--- src/rtl/pci_irq_router_pkg.sv ---
package pci_irq_router_pkg;

  localparam int SLOT_W_D    = 5;
  localparam int PIN_W_D     = 2;
  localparam int LINE_W_D    = 8;
  localparam int NUM_LINES_D = 32;
  localparam int LINE_BASE_D = 32;

  localparam int SHARED_SLOT = 5;
  localparam int SOLO_A_SLOT = 6;
  localparam int SOLO_B_SLOT = 7;
  localparam int ADDIN_FIRST = 8;
  localparam int ADDIN_LAST  = 12;

  localparam int SOLO_A_IDX  = 4;
  localparam int SOLO_B_IDX  = 5;
  localparam int ADDIN_IDX   = 6;
  localparam int PINS_PER_SL = 4;

  typedef enum logic [2:0] {
    MAP_SHARED,
    MAP_SOLO_A,
    MAP_SOLO_B,
    MAP_ADDIN,
    MAP_PASS
  } map_kind_e;

endpackage

--- src/rtl/irq_slot_map.sv ---
module irq_slot_map
  import pci_irq_router_pkg::*;
#(
  parameter int SLOT_W    = SLOT_W_D,
  parameter int PIN_W     = PIN_W_D,
  parameter int LINE_W    = LINE_W_D,
  parameter int LINE_BASE = LINE_BASE_D
) (
  input  logic [SLOT_W-1:0] slot_i,
  input  logic [PIN_W-1:0]  pin_i,
  output map_kind_e         kind_o,
  output logic [LINE_W-1:0] line_o
);

  int slot_n;
  int pin_n;
  int line_n;

  always_comb begin
    slot_n = int'(slot_i);
    pin_n  = int'(pin_i);
    if (slot_n == SHARED_SLOT)                              kind_o = MAP_SHARED;
    else if (slot_n == SOLO_A_SLOT)                         kind_o = MAP_SOLO_A;
    else if (slot_n == SOLO_B_SLOT)                         kind_o = MAP_SOLO_B;
    else if (slot_n >= ADDIN_FIRST && slot_n <= ADDIN_LAST) kind_o = MAP_ADDIN;
    else                                                    kind_o = MAP_PASS;
  end

  always_comb begin
    unique case (kind_o)
      MAP_SHARED: line_n = LINE_BASE + (pin_n % PINS_PER_SL);
      MAP_SOLO_A: line_n = LINE_BASE + SOLO_A_IDX;
      MAP_SOLO_B: line_n = LINE_BASE + SOLO_B_IDX;
      // add-in slots rotate pins across neighbouring lines
      MAP_ADDIN:  line_n = LINE_BASE + ADDIN_IDX + (slot_n - ADDIN_FIRST + pin_n);
      default:    line_n = pin_n;
    endcase
    line_o = LINE_W'(line_n);
  end

endmodule

--- src/rtl/irq_cfg_lookup.sv ---
module irq_cfg_lookup
  import pci_irq_router_pkg::*;
#(
  parameter int LINE_W    = LINE_W_D,
  parameter int NUM_LINES = NUM_LINES_D,
  parameter int LINE_BASE = LINE_BASE_D
) (
  input  logic                 evt_i,
  input  logic [LINE_W-1:0]    line_i,
  input  logic [NUM_LINES-1:0] edge_sel_i,
  input  logic [NUM_LINES-1:0] pol_sel_i,
  output logic                 hit_o,
  output logic                 edge_o,
  output logic                 pol_o
);

  int                 off;
  logic               in_range;
  logic [NUM_LINES-1:0] sel;

  always_comb begin
    off      = int'(line_i) - LINE_BASE;
    in_range = (off >= 0) && (off < NUM_LINES);
  end

  for (genvar g = 0; g < NUM_LINES; g++) begin : g_sel
    assign sel[g] = in_range && (off == g);
  end

  assign hit_o  = evt_i && in_range;
  assign edge_o = |(sel & edge_sel_i);
  assign pol_o  = |(sel & pol_sel_i);

endmodule

--- src/rtl/irq_out_gen.sv ---
module irq_out_gen (
  input  logic clk_i,
  input  logic rst_ni,
  input  logic hit_i,
  input  logic edge_i,
  input  logic pol_i,
  output logic irq_o
);

  logic pulse_q;

  always_ff @(posedge clk_i or negedge rst_ni) begin
    if (!rst_ni) begin
      irq_o   <= 1'b0;
      pulse_q <= 1'b0;
    end else if (hit_i && edge_i) begin
      irq_o   <= 1'b1;
      pulse_q <= 1'b1;
    end else if (hit_i) begin
      irq_o   <= pol_i;
      pulse_q <= 1'b0;
    end else if (pulse_q) begin
      irq_o   <= 1'b0;
      pulse_q <= 1'b0;
    end
  end

endmodule

--- src/rtl/pci_irq_router.sv ---
module pci_irq_router
  import pci_irq_router_pkg::*;
#(
  parameter int SLOT_W    = SLOT_W_D,
  parameter int PIN_W     = PIN_W_D,
  parameter int LINE_W    = LINE_W_D,
  parameter int NUM_LINES = NUM_LINES_D,
  parameter int LINE_BASE = LINE_BASE_D
) (
  input  logic                 clk_i,
  input  logic                 rst_ni,
  input  logic                 evt_i,
  input  logic [SLOT_W-1:0]    slot_i,
  input  logic [PIN_W-1:0]     pin_i,
  input  logic                 level_i,
  input  logic [NUM_LINES-1:0] edge_sel_i,
  input  logic [NUM_LINES-1:0] pol_sel_i,
  output logic [LINE_W-1:0]    line_o,
  output logic                 cpu_irq_o
);

  map_kind_e         kind_w;
  logic [LINE_W-1:0] line_w;
  logic              hit_w;
  logic              edge_w;
  logic              pol_w;
  logic              unused_level;

  // pin level is reported but does not steer the output
  assign unused_level = level_i;

  irq_slot_map #(
    .SLOT_W(SLOT_W), .PIN_W(PIN_W), .LINE_W(LINE_W), .LINE_BASE(LINE_BASE)
  ) u_map (
    .slot_i (slot_i),
    .pin_i  (pin_i),
    .kind_o (kind_w),
    .line_o (line_w)
  );

  irq_cfg_lookup #(
    .LINE_W(LINE_W), .NUM_LINES(NUM_LINES), .LINE_BASE(LINE_BASE)
  ) u_lkp (
    .evt_i      (evt_i),
    .line_i     (line_w),
    .edge_sel_i (edge_sel_i),
    .pol_sel_i  (pol_sel_i),
    .hit_o      (hit_w),
    .edge_o     (edge_w),
    .pol_o      (pol_w)
  );

  irq_out_gen u_out (
    .clk_i  (clk_i),
    .rst_ni (rst_ni),
    .hit_i  (hit_w),
    .edge_i (edge_w),
    .pol_i  (pol_w),
    .irq_o  (cpu_irq_o)
  );

  always_ff @(posedge clk_i or negedge rst_ni) begin
    if (!rst_ni)    line_o <= '0;
    else if (evt_i) line_o <= line_w;
  end

endmodule

--- config.mk ---
export PLATFORM = sky130hd
export DESIGN_NAME = pci_irq_router
export DESIGN_NICKNAME = d
export VERILOG_FILES = /design/src/rtl/pci_irq_router_pkg.sv /design/src/rtl/irq_slot_map.sv /design/src/rtl/irq_cfg_lookup.sv /design/src/rtl/irq_out_gen.sv /design/src/rtl/pci_irq_router.sv
export SDC_FILE = /design/constraint.sdc
export NUM_CORES = 1
export LEC_CHECK = 0
export ABC_AREA = 1
export ABC_CLOCK_PERIOD_IN_PS = 800
export BUFFER_PORTS_ARGS = -buffer_cell sky130_fd_sc_hd__buf_4
export CAP_MARGIN = 20
export CORE_MARGIN = 8
export CORE_UTILIZATION = 30
export CTS_CLUSTER_SIZE = 30
export DETAILED_ROUTE_END_ITERATION = 7
export GPL_TIMING_DRIVEN = 0
export PLACE_DENSITY_LB_ADDON = 0.05
export SYNTH_ARGS = -nofsm -noshare
export SYNTH_HDL_FRONTEND = slang
export SYNTH_HIERARCHICAL = 1
export SYNTH_SLANG_ARGS = --single-unit
--- constraint.sdc ---
create_clock -name clk_i -period 0.8 [get_ports clk_i]
set_input_delay 0.16 -clock clk_i [delete_from_list [all_inputs] [get_ports clk_i]]
set_output_delay 0.16 -clock clk_i [all_outputs]
set_load 0.1 [all_outputs]
* Word-level counts from Yosys, hierarchy flattened
Cells that the tools add are included.
Storage, ports and cells: bits in registers 10, bits of input ports 75, output and inout bits 9, logic and storage cells 101
Operators by class: add/sub/neg operators 5, magnitude comparators 4, equality and inequality tests 37, mux-type cells 9, bitwise logic cells 2, reductions and logical operators 41
Operators by type and width (count):
- $eq 32x6->1 const B | 16
- $eq 32x5->1 const B | 8
- $eq 32x4->1 const B | 4
- $and 32x32->32 | 2
- $eq 32x3->1 const B | 2
- $reduce_or 32->1 | 2
- $logic_and 1x1->1 | 36
- $eq 32x2->1 const B | 1
- $ge 32x1->1 const B | 1
- $logic_not 32->1 | 1
- $lt 32x7->1 const B | 1
- $pmux 8 s4 | 1
- $eq 5x4->1 const B | 3
- $mux 3 | 4
- $sub 8x6->9 const B | 1
- $add 7x8->8 const A | 1
- $add 8x3->8 | 1
- $add 6x2->7 const A | 1
- $eq 3x2->1 const B | 2
- $sub 5x4->6 const B | 1
- $ge 5x4->1 const B | 1
- $le 5x4->1 const B | 1
- $mux 1 | 4
- $eq 3x1->1 const B | 1
- other kinds (2) | 2

* Logic depth before layout (Yosys ltp)
Gate-level depths: netlist of run 1.
word-level depth 16, mapped depth 26, mapped depth without buffers 25

* Hierarchy
Netlist of run 1, hierarchy kept.
By module, submodules not included:
- irq_cfg_lookup | times used 1, cells an instance 177, area an instance 810.8 sq um, sequential area each 0.0 sq um
- irq_slot_map | times used 1, cells an instance 78, area an instance 461.7 sq um, sequential area each 0.0 sq um
- pci_irq_router | times used 1, cells an instance 34, area an instance 305.3 sq um, sequential area each 200.2 sq um
- irq_out_gen | times used 1, cells an instance 8, area an instance 73.8 sq um, sequential area each 50.0 sq um

* Worst setup path before layout of run 1
Ideal clock, no wire load.
path type input port to flip-flop, from input port slot_i[1], to register u_out.irq_o, library setup time 123 ps, data arrival time 2947 ps, data required time 677 ps, slack -2270 ps, stages 24, buffers on the path 1, cells stage by stage inv_1 ha_1 inv_1 ha_1 inv_1 fa_1 o21ai_0 nand2_1 nand2_1 nand3_1 nand2_1 inv_2 ha_1 nand3_2 nor2_1 buf_2 nand3_1 nand2_1 nor2_1 nand2_1 nor2_1 nand2_1 o21ai_0 nand2_1
Between the ends: cells in the longest elaborated chain, start to end 16, elaborated cells on any way between the ends 95, those cells by class add/sub (4); order compare (4); eq/ne (37); mux (7); bitwise (2); reduce/logical (41)
Ends and longest elaborated chain:
- start: declaration | RTL line pci_irq_router.sv:13 | input logic [SLOT_W-1:0] slot_i,
- branches (longest 7 deep; another with $add 8x3->8)
- $pmux 8 s4 (*) | RTL line irq_slot_map.sv:30 | unique case (kind_o)
- net line_w[5] | RTL line pci_irq_router.sv:23 | logic [LINE_W-1:0] line_w;
- $sub 8x6->9 (*) | RTL line irq_cfg_lookup.sv:22 | off = int'(line_i) - LINE_BASE;
- $ge 32x1->1 or $lt 32x7->1 (tied branches) | RTL line irq_cfg_lookup.sv:23 | in_range = (off >= 0) && (off < NUM_LINES);
- $logic_and 1x1->1 | RTL line irq_cfg_lookup.sv:23
- $logic_and 1x1->1 | RTL line irq_cfg_lookup.sv:27 | assign sel[g] = in_range && (off == g);
- $and 32x32->32 (*) | RTL line irq_cfg_lookup.sv:31 | assign edge_o = |(sel & edge_sel_i);
- $reduce_or 32->1 (*) | RTL line irq_cfg_lookup.sv:31
- net edge_w | RTL line pci_irq_router.sv:25 | logic edge_w;
- $logic_and 1x1->1 (*) | RTL line irq_out_gen.sv:16 | end else if (hit_i && edge_i) begin
- $reduce_bool 3->1 (no source line) or $mux 1 (tied branches)
- end signal: assignment | RTL line irq_out_gen.sv:20 | irq_o <= pol_i;
- end: declaration | RTL line irq_out_gen.sv:7 | output logic irq_o
Mark *: on every way through the listed nets, which the timed path passes. A chain may end at the register's enable or synchronous reset.

* Final worst setup path of run 1
from input port slot_i[1], to register u_out.irq_o
Between the ends: cells in the longest elaborated chain, start to end 16, elaborated cells on any way between the ends 95, those cells by class add/sub (4); order compare (4); eq/ne (37); mux (7); bitwise (2); reduce/logical (41)
Ends and longest elaborated chain:
- branches (longest 7 deep; another with $add 8x3->8)
- $pmux 8 s4 (*) | RTL line irq_slot_map.sv:30
- net line_w[5] | RTL line pci_irq_router.sv:23
- $sub 8x6->9 (*) | RTL line irq_cfg_lookup.sv:22
- $ge 32x1->1 or $lt 32x7->1 (tied branches) | RTL line irq_cfg_lookup.sv:23
- $logic_and 1x1->1 | RTL line irq_cfg_lookup.sv:23
- $logic_and 1x1->1 | RTL line irq_cfg_lookup.sv:27
- $and 32x32->32 (*) | RTL line irq_cfg_lookup.sv:32 | assign pol_o = |(sel & pol_sel_i);
- $reduce_or 32->1 (*) | RTL line irq_cfg_lookup.sv:32
- net pol_w | RTL line pci_irq_router.sv:26 | logic pol_w;
- $mux 1 (*) | RTL line irq_out_gen.sv:19 | end else if (hit_i) begin
- $mux 1 (*) | RTL line irq_out_gen.sv:16
Marks and branches as above.

==> impl_metrics.env, run 1 <==
export IMPL_status="complete, but fails checks"
export IMPL_violations="negative setup slack"
export IMPL_clock_skew_ps=0.1063
export IMPL_syn_avg_cell_area_um2=5.564
export IMPL_syn_area_um2=1630
export IMPL_final_period_utilization_pct=338.1
export IMPL_antenna_left=0
export IMPL_fillers=511
export IMPL_end_kind="flop"
export IMPL_drive_gt1_share_pct=46.87
export IMPL_cap_violations=0
export IMPL_arrival_ps=2880
export IMPL_io_buffers=82
export IMPL_cts_sink_count=10
export IMPL_antenna_cells=0
export IMPL_path_buf_inv=6
export IMPL_min_period_ps=2705
export IMPL_core_um2=5371
export IMPL_path_max_fanout=7
export IMPL_grt_antenna_before_repair=0
export IMPL_cpPeakStageDelay_ps=350
export IMPL_die_area_um2=8050
export IMPL_cts_clk_slew_worst_paths_ps=50
export IMPL_area_growth_pct=88.33
export IMPL_p_leak_nw=1.580
export IMPL_insertion_delay_ps=230
export IMPL_rrSetupSlack_ps=-50
export IMPL_yosys_warnings=6
export IMPL_setup_violations=18
export IMPL_grt_pass1_vias=2229
export IMPL_drc=0
export IMPL_holdPathEnd="line_o[0]"
export IMPL_vias=2193
export IMPL_clockRootBuffer="clkbuf_8"
export IMPL_timing_final_hold_violations=0
export IMPL_syn_nets=380
export IMPL_worst_r2r_path_depth=3
export IMPL_grt_pass1_wl_mm=10.53
export IMPL_worstHoldPathCells=4
export IMPL_first_pass_iters=4
export IMPL_seq_area_um2=280.3
export IMPL_cts_tree="built"
export IMPL_htree_num_levels=1
export IMPL_cts_buffers=3
export IMPL_multi_input_area_um2=1464
export IMPL_drtIter0Drc=83
export IMPL_p_per_area_nw_per_um2=954.9
export IMPL_crit_reg2reg_capture="line_o[1]"
export IMPL_die_x_um=89.72
export IMPL_dp_hpwl_mm=4.850
export IMPL_rr_startpoint="line_o[1]"
export IMPL_place_congestion=0.7710
export IMPL_fp_row_count=27
export IMPL_crit_required_ps=970
export IMPL_cts_buffer_depth=2
export IMPL_drt_vias_per_instance=4.656
export IMPL_grt_setup_unrepaired="yes"
export IMPL_ir_drop_mv=0.8312
export IMPL_max_freq_ghz=0.3698
export IMPL_critical_path_class="primary input to flop"
export IMPL_grt_max_degree=11
export IMPL_track_usage_pct=15.15
export IMPL_die_y_um=89.72
export IMPL_wl_per_cell_um=12.86
export IMPL_hold_class="primary input to flop"
export IMPL_total_power_mw=2.932
export IMPL_wl_mm=6.055
export IMPL_crit_top_cell="nand2_1"
export IMPL_overflow=0
export IMPL_hold_start="evt_i"
export IMPL_syn_instance_count=293
export IMPL_fin_hold_ws_ps=279.0
export IMPL_slowest_stage="fa_2"
export IMPL_crit_family="simple AND/OR/NAND/NOR gates"
export IMPL_finalWorstSetupSlack_ps=-1905
export IMPL_start_util_pct=30.35
export IMPL_critPathLaunchType="primary input"
export IMPL_io_pins=84
export IMPL_nets=487
export IMPL_drv_slew=0
[cell type report]
class / count / share of cell area, %
Multi-Input combinational cell: 247 / 47.68
Timing Repair Buffer: 102 / 30.77
Sequential cell: 10 / 9.128
Inverter: 28 / 4.890
Tap cell: 72 / 2.934
Buffer: 8 / 2.812
Clock buffer: 4 / 1.793
[metal layers]
| layer | vias to the layer above | global-route usage (%) | routed length, um |
|---|---|---|---|
| li1 | 1153 | - | - |
| met1 | 974 | 19.24 | 2737 |
| met2 | 62 | 26.75 | 2994 |
| met3 | 4 | 1.829 | 284 |
| met4 | 0 | 2.539 | 38 |
| met5 | - | 0 | 0 |
[power by group]
part           internal [mW]  switching, mW
Sequential             0.582         0.0512
Combinational          0.762          0.910
Clock                  0.432          0.195
Total                   1.78           1.16
[timing repair]
item | CTS | global route
endpoints found under the setup margin | 18 | 18
hold endpoints to repair | 10 | 0
pin swaps | 18 | 13
gates resized for setup | 66 | 7
cloned | 3 | 0
setup buffers | 20 | 3
hold buffers | 1 | 0
[cell usage in the layout, fill, tap and decap left out]
| cell | count |
|---|---|
| inv_1 | 14 |
| inv_6 | 1 |
| nand3_4 | 2 |
| inv_12 | 3 |
| buf_4 | 83 |
| dlygate4sd3_1 | 1 |
| nand2_1 | 86 |
| nand3_2 | 14 |
| xor2_2 | 1 |
| buf_12 | 12 |
| or2_4 | 1 |
| dfrtp_1 | 2 |
| ha_1 | 4 |
| fa_2 | 1 |
| inv_4 | 1 |
| ha_4 | 6 |
| conb_1 | 1 |
| ha_2 | 1 |
| nor2_1 | 38 |
| inv_2 | 9 |
| nand4_1 | 3 |
| and3_2 | 1 |
| dfrtp_4 | 8 |
| buf_6 | 14 |
| nor2_4 | 6 |
| xor2_1 | 1 |
| o21ai_1 | 1 |
| nor2_2 | 5 |
| o21ai_2 | 2 |
| nand2_4 | 4 |
| nand2_2 | 8 |
| nand3_1 | 61 |
| clkbuf_8 | 4 |
[through the flow]
| stage | util (%) | setup slack [ps] | TNS (ps) | cell area (um^2) | instances |
|---|---|---|---|---|---|
| after floorplan | - | -1824 | -7396 | 1896 | 293 |
| after global placement | 48.43 | -2306 | -10490 | 2601 | 447 |
| after detailed placement | 48.43 | -2316 | -10650 | 2601 | 447 |
| after CTS | 57.79 | -1879 | -10350 | 3104 | 475 |
| after global routing | 57.16 | -2103 | -10930 | 3070 | 471 |
| final | 57.16 | -1905 | -9650 | 3070 | 471 |
[tightest hold or removal path, stage by stage]
cell,delay (ps)
buf_4,90
buf_6,130
nand2_1,60
nand2_1,40
[registers in the layout (all words and copies together) (netlist names)]
signal,cells
line_o,8
u_out/irq_o,1
u_out/pulse_q,1
[worst max-delay path by stage]
stage                     startpoint           to  slack [ps]  cells after the start
after floorplan             pin_i[1]  u_out/irq_o       -1820                     24
after global placement      pin_i[1]  u_out/irq_o       -2310                     25
after detailed placement    pin_i[1]  u_out/irq_o       -2320                     25
after CTS                   pin_i[1]  u_out/irq_o       -1880                     25
after global routing       slot_i[1]  u_out/irq_o       -2100                     25
final                      slot_i[1]  u_out/irq_o       -1900                     25
No activity file was read; power rests on OpenSTA's default activity.
==> run 2: changes to the inputs <==
--- a/config.mk
+++ b/config.mk
@@ -9,6 +9,7 @@
 export ABC_CLOCK_PERIOD_IN_PS = 800
 export BUFFER_PORTS_ARGS = -buffer_cell sky130_fd_sc_hd__buf_4
 export CAP_MARGIN = 20
+export CORE_ASPECT_RATIO = 1.5
 export CORE_MARGIN = 8
 export CORE_UTILIZATION = 30
 export CTS_CLUSTER_SIZE = 30
==> run 2 against run 1 <==
Effect of this change: the flow still finishes with violations (negative setup slack); clock skew hardly changed; sequential cell count stayed put; first-iteration DRC count is 48% higher; maximum frequency is 0.78% higher; critical endpoint unchanged; largest power group unchanged; highest routed layer unchanged.
==> impl_metrics.env, run 2 (synthesized netlist as in run 1, its figures left out) <==
export IMPL_core_um2=5368
export IMPL_first_pass_iters=4
export IMPL_die_x_um=76.19
export IMPL_grt_antenna_before_repair=0
export IMPL_cts_clk_slew_worst_paths_ps=50
export IMPL_p_leak_nw=1.562
export IMPL_combPwrFrac_pct=59.5
export IMPL_dp_hpwl_mm=5.183
export IMPL_critPathLaunchType="primary input"
export IMPL_p_per_area_nw_per_um2=929.1
export IMPL_die_area_um2=8098
export IMPL_path_max_fanout=6
export IMPL_drv_slew=0
export IMPL_finalWorstSetupSlack_ps=-1883
export IMPL_endpoint="u_out/irq_o"
export IMPL_drive_gt1_share_pct=46.33
export IMPL_clockRootBuffer="clkbuf_8"
export IMPL_cts_buffer_depth=2
export IMPL_status="complete, but fails checks"
export IMPL_post_dp_cell_area_um2=2599
export IMPL_cts_buffers=3
export IMPL_place_congestion=0.8352
export IMPL_io_buffers=82
export IMPL_critical_path_class="primary input to flop"
export IMPL_area_growth_pct=88.64
export IMPL_top_regs="line_o: 8 flops, u_out/irq_o: 1 flops, u_out/pulse_q: 1 flops"
export IMPL_grt_max_degree=11
export IMPL_min_period_ps=2683
export IMPL_insertion_delay_ps=230
export IMPL_fp_row_count=33
export IMPL_final_common_cell="nand2_1"
export IMPL_arrival_ps=2800
export IMPL_max_freq_ghz=0.3727
export IMPL_track_usage_pct=15.23
export IMPL_cts_tree="built"
export IMPL_drc=0
export IMPL_final_period_utilization_pct=335.4
export IMPL_switching_share_pct=40.79
export IMPL_p_seq_share_pct=22.1
export IMPL_hold_class="primary input to asynchronous set/reset pin"
export IMPL_cap_violations=0
export IMPL_grt_pass1_wl_mm=10.40
export IMPL_die_y_um=106.3
export IMPL_antenna_left=0
export IMPL_worst_r2r_path_depth=3
export IMPL_switching_power_mw=1.165
export IMPL_wl_per_cell_um=13.95
export IMPL_wl_mm=6.486
export IMPL_htree_num_levels=1
export IMPL_nets=483
export IMPL_antenna_cells=0
export IMPL_setup_tns_ps=-9861
export IMPL_clock_skew_ps=0.01286
export IMPL_crit_required_ps=910
export IMPL_start_util_pct=30.37
export IMPL_crit_path_start="pin_i[1]"
export IMPL_crit_reg2reg_capture="line_o[1]"
export IMPL_violations="negative setup slack"
export IMPL_timing_final_hold_violations=0
export IMPL_fin_area_um2=3075
export IMPL_grt_pass1_vias=2233
export IMPL_fillers=553
export IMPL_largest_register="line_o"
export IMPL_ir_drop_mv=1.424
export IMPL_vias=2207
export IMPL_clkPwrFrac_pct=18.3
export IMPL_setup_violations=18
export IMPL_largest_reg_flops=8
export IMPL_layout_common_cells="nand2_1 (84), buf_4 (80), nand3_1 (61)"
export IMPL_overflow=0
export IMPL_rrSetupSlack_ps=-30
export IMPL_io_pins=84
export IMPL_drtIter0Drc=123
export IMPL_drt_vias_per_instance=4.746
export IMPL_p_int_mw=1.692
export IMPL_cts_sink_count=10
export IMPL_grt_setup_unrepaired="yes"
export IMPL_end_kind="flop"
export IMPL_rr_startpoint="line_o[1]"
[run 2: cell count changes in the layout (fill, tap and decap cells not counted), sizes merged]
cell	before	now
buf	109	105
[run 2: critical path, stage by stage]
cell and delay (ps):
buf_12 90, inv_12 30, ha_4 230, inv_4 50, ha_4 130, inv_2 40
fa_2 360, o21ai_2 160, nand3_1 90, nand3_2 80, nand2_2 60, inv_2 90
ha_4 130, nand2_2 60, nand3_4 110, nor2_4 70, buf_4 160, nand3_1 80
nand2_1 50, nor2_1 100, nand2_1 70, nor2_2 140, nand2_1 80, o21ai_1 130
nand2_1 60
[run 2: what timing repair did]
item	4_1_cts	5_1_grt
endpoints found under the setup margin	18	18
setup buffers	9	4
pin swaps	10	22
resized for setup	54	17
hold endpoints to repair	10	0
hold buffers	1	0
gates cloned	2	0
[run 2: layout make-up]
class                      instances  area (um^2)  area share, %
buffer                             8        90.09          2.929
clock buffer                       4        45.04          1.465
inverter                          28        157.7          5.126
multi-input combinational        247         1484          48.25
sequential                        10        280.3          9.113
tap                               70        87.58          2.848
timing repair buffer              98        930.9          30.27
[run 2: worst min path at each step]
| stage | to | slack [ps] | depth (start not counted) |
|---|---|---|---|
| 4_1_cts | line_o[1] | 280 | 4 |
| 3_3_place_gp | line_o[0] | -6 | 1 |
| 3_5_place_dp | line_o[0] | -5 | 1 |
| 6_report | line_o[7] | 280 | 2 |
| 2_1_floorplan | u_out/irq_o | -140 | 0 |
| 5_1_grt | line_o[7] | 290 | 2 |
[run 2: per-layer routing]
metal / up-vias / GRT usage [%] / routed length (um)
met5: - / 0 / 0
met1: 990 / 16.93 / 2430
met3: 10 / 3.209 / 408
met4: 0 / 4.006 / 160
li1: 1140 / - / -
met2: 67 / 28.40 / 3486
[run 2: power groups by stage]
stage | Sequential (mW) | Combinational (mW) | Clock (mW)
3_5_place_dp | 0.615 | 1.38 | 0
3_3_place_gp | 0.615 | 1.38 | 0
5_1_grt | 0.636 | 1.83 | 0.575
2_1_floorplan | 0.954 | 0.518 | 0
6_report | 0.633 | 1.70 | 0.524
4_1_cts | 0.632 | 1.62 | 0.545
[run 2: through the flow]
step	hold WS [ps]	worst slack, ps	power, mW	util, %	instances
floorplan	-135.6	-1824	1.472	-	293
global placement	-5.547	-2308	1.992	48.41	445
detailed placement	-4.502	-2313	1.997	48.41	445
CTS	279.9	-1892	2.797	55.50	461
global route	290.4	-2090	3.037	57.30	465
finish	284.7	-1883	2.857	57.30	465
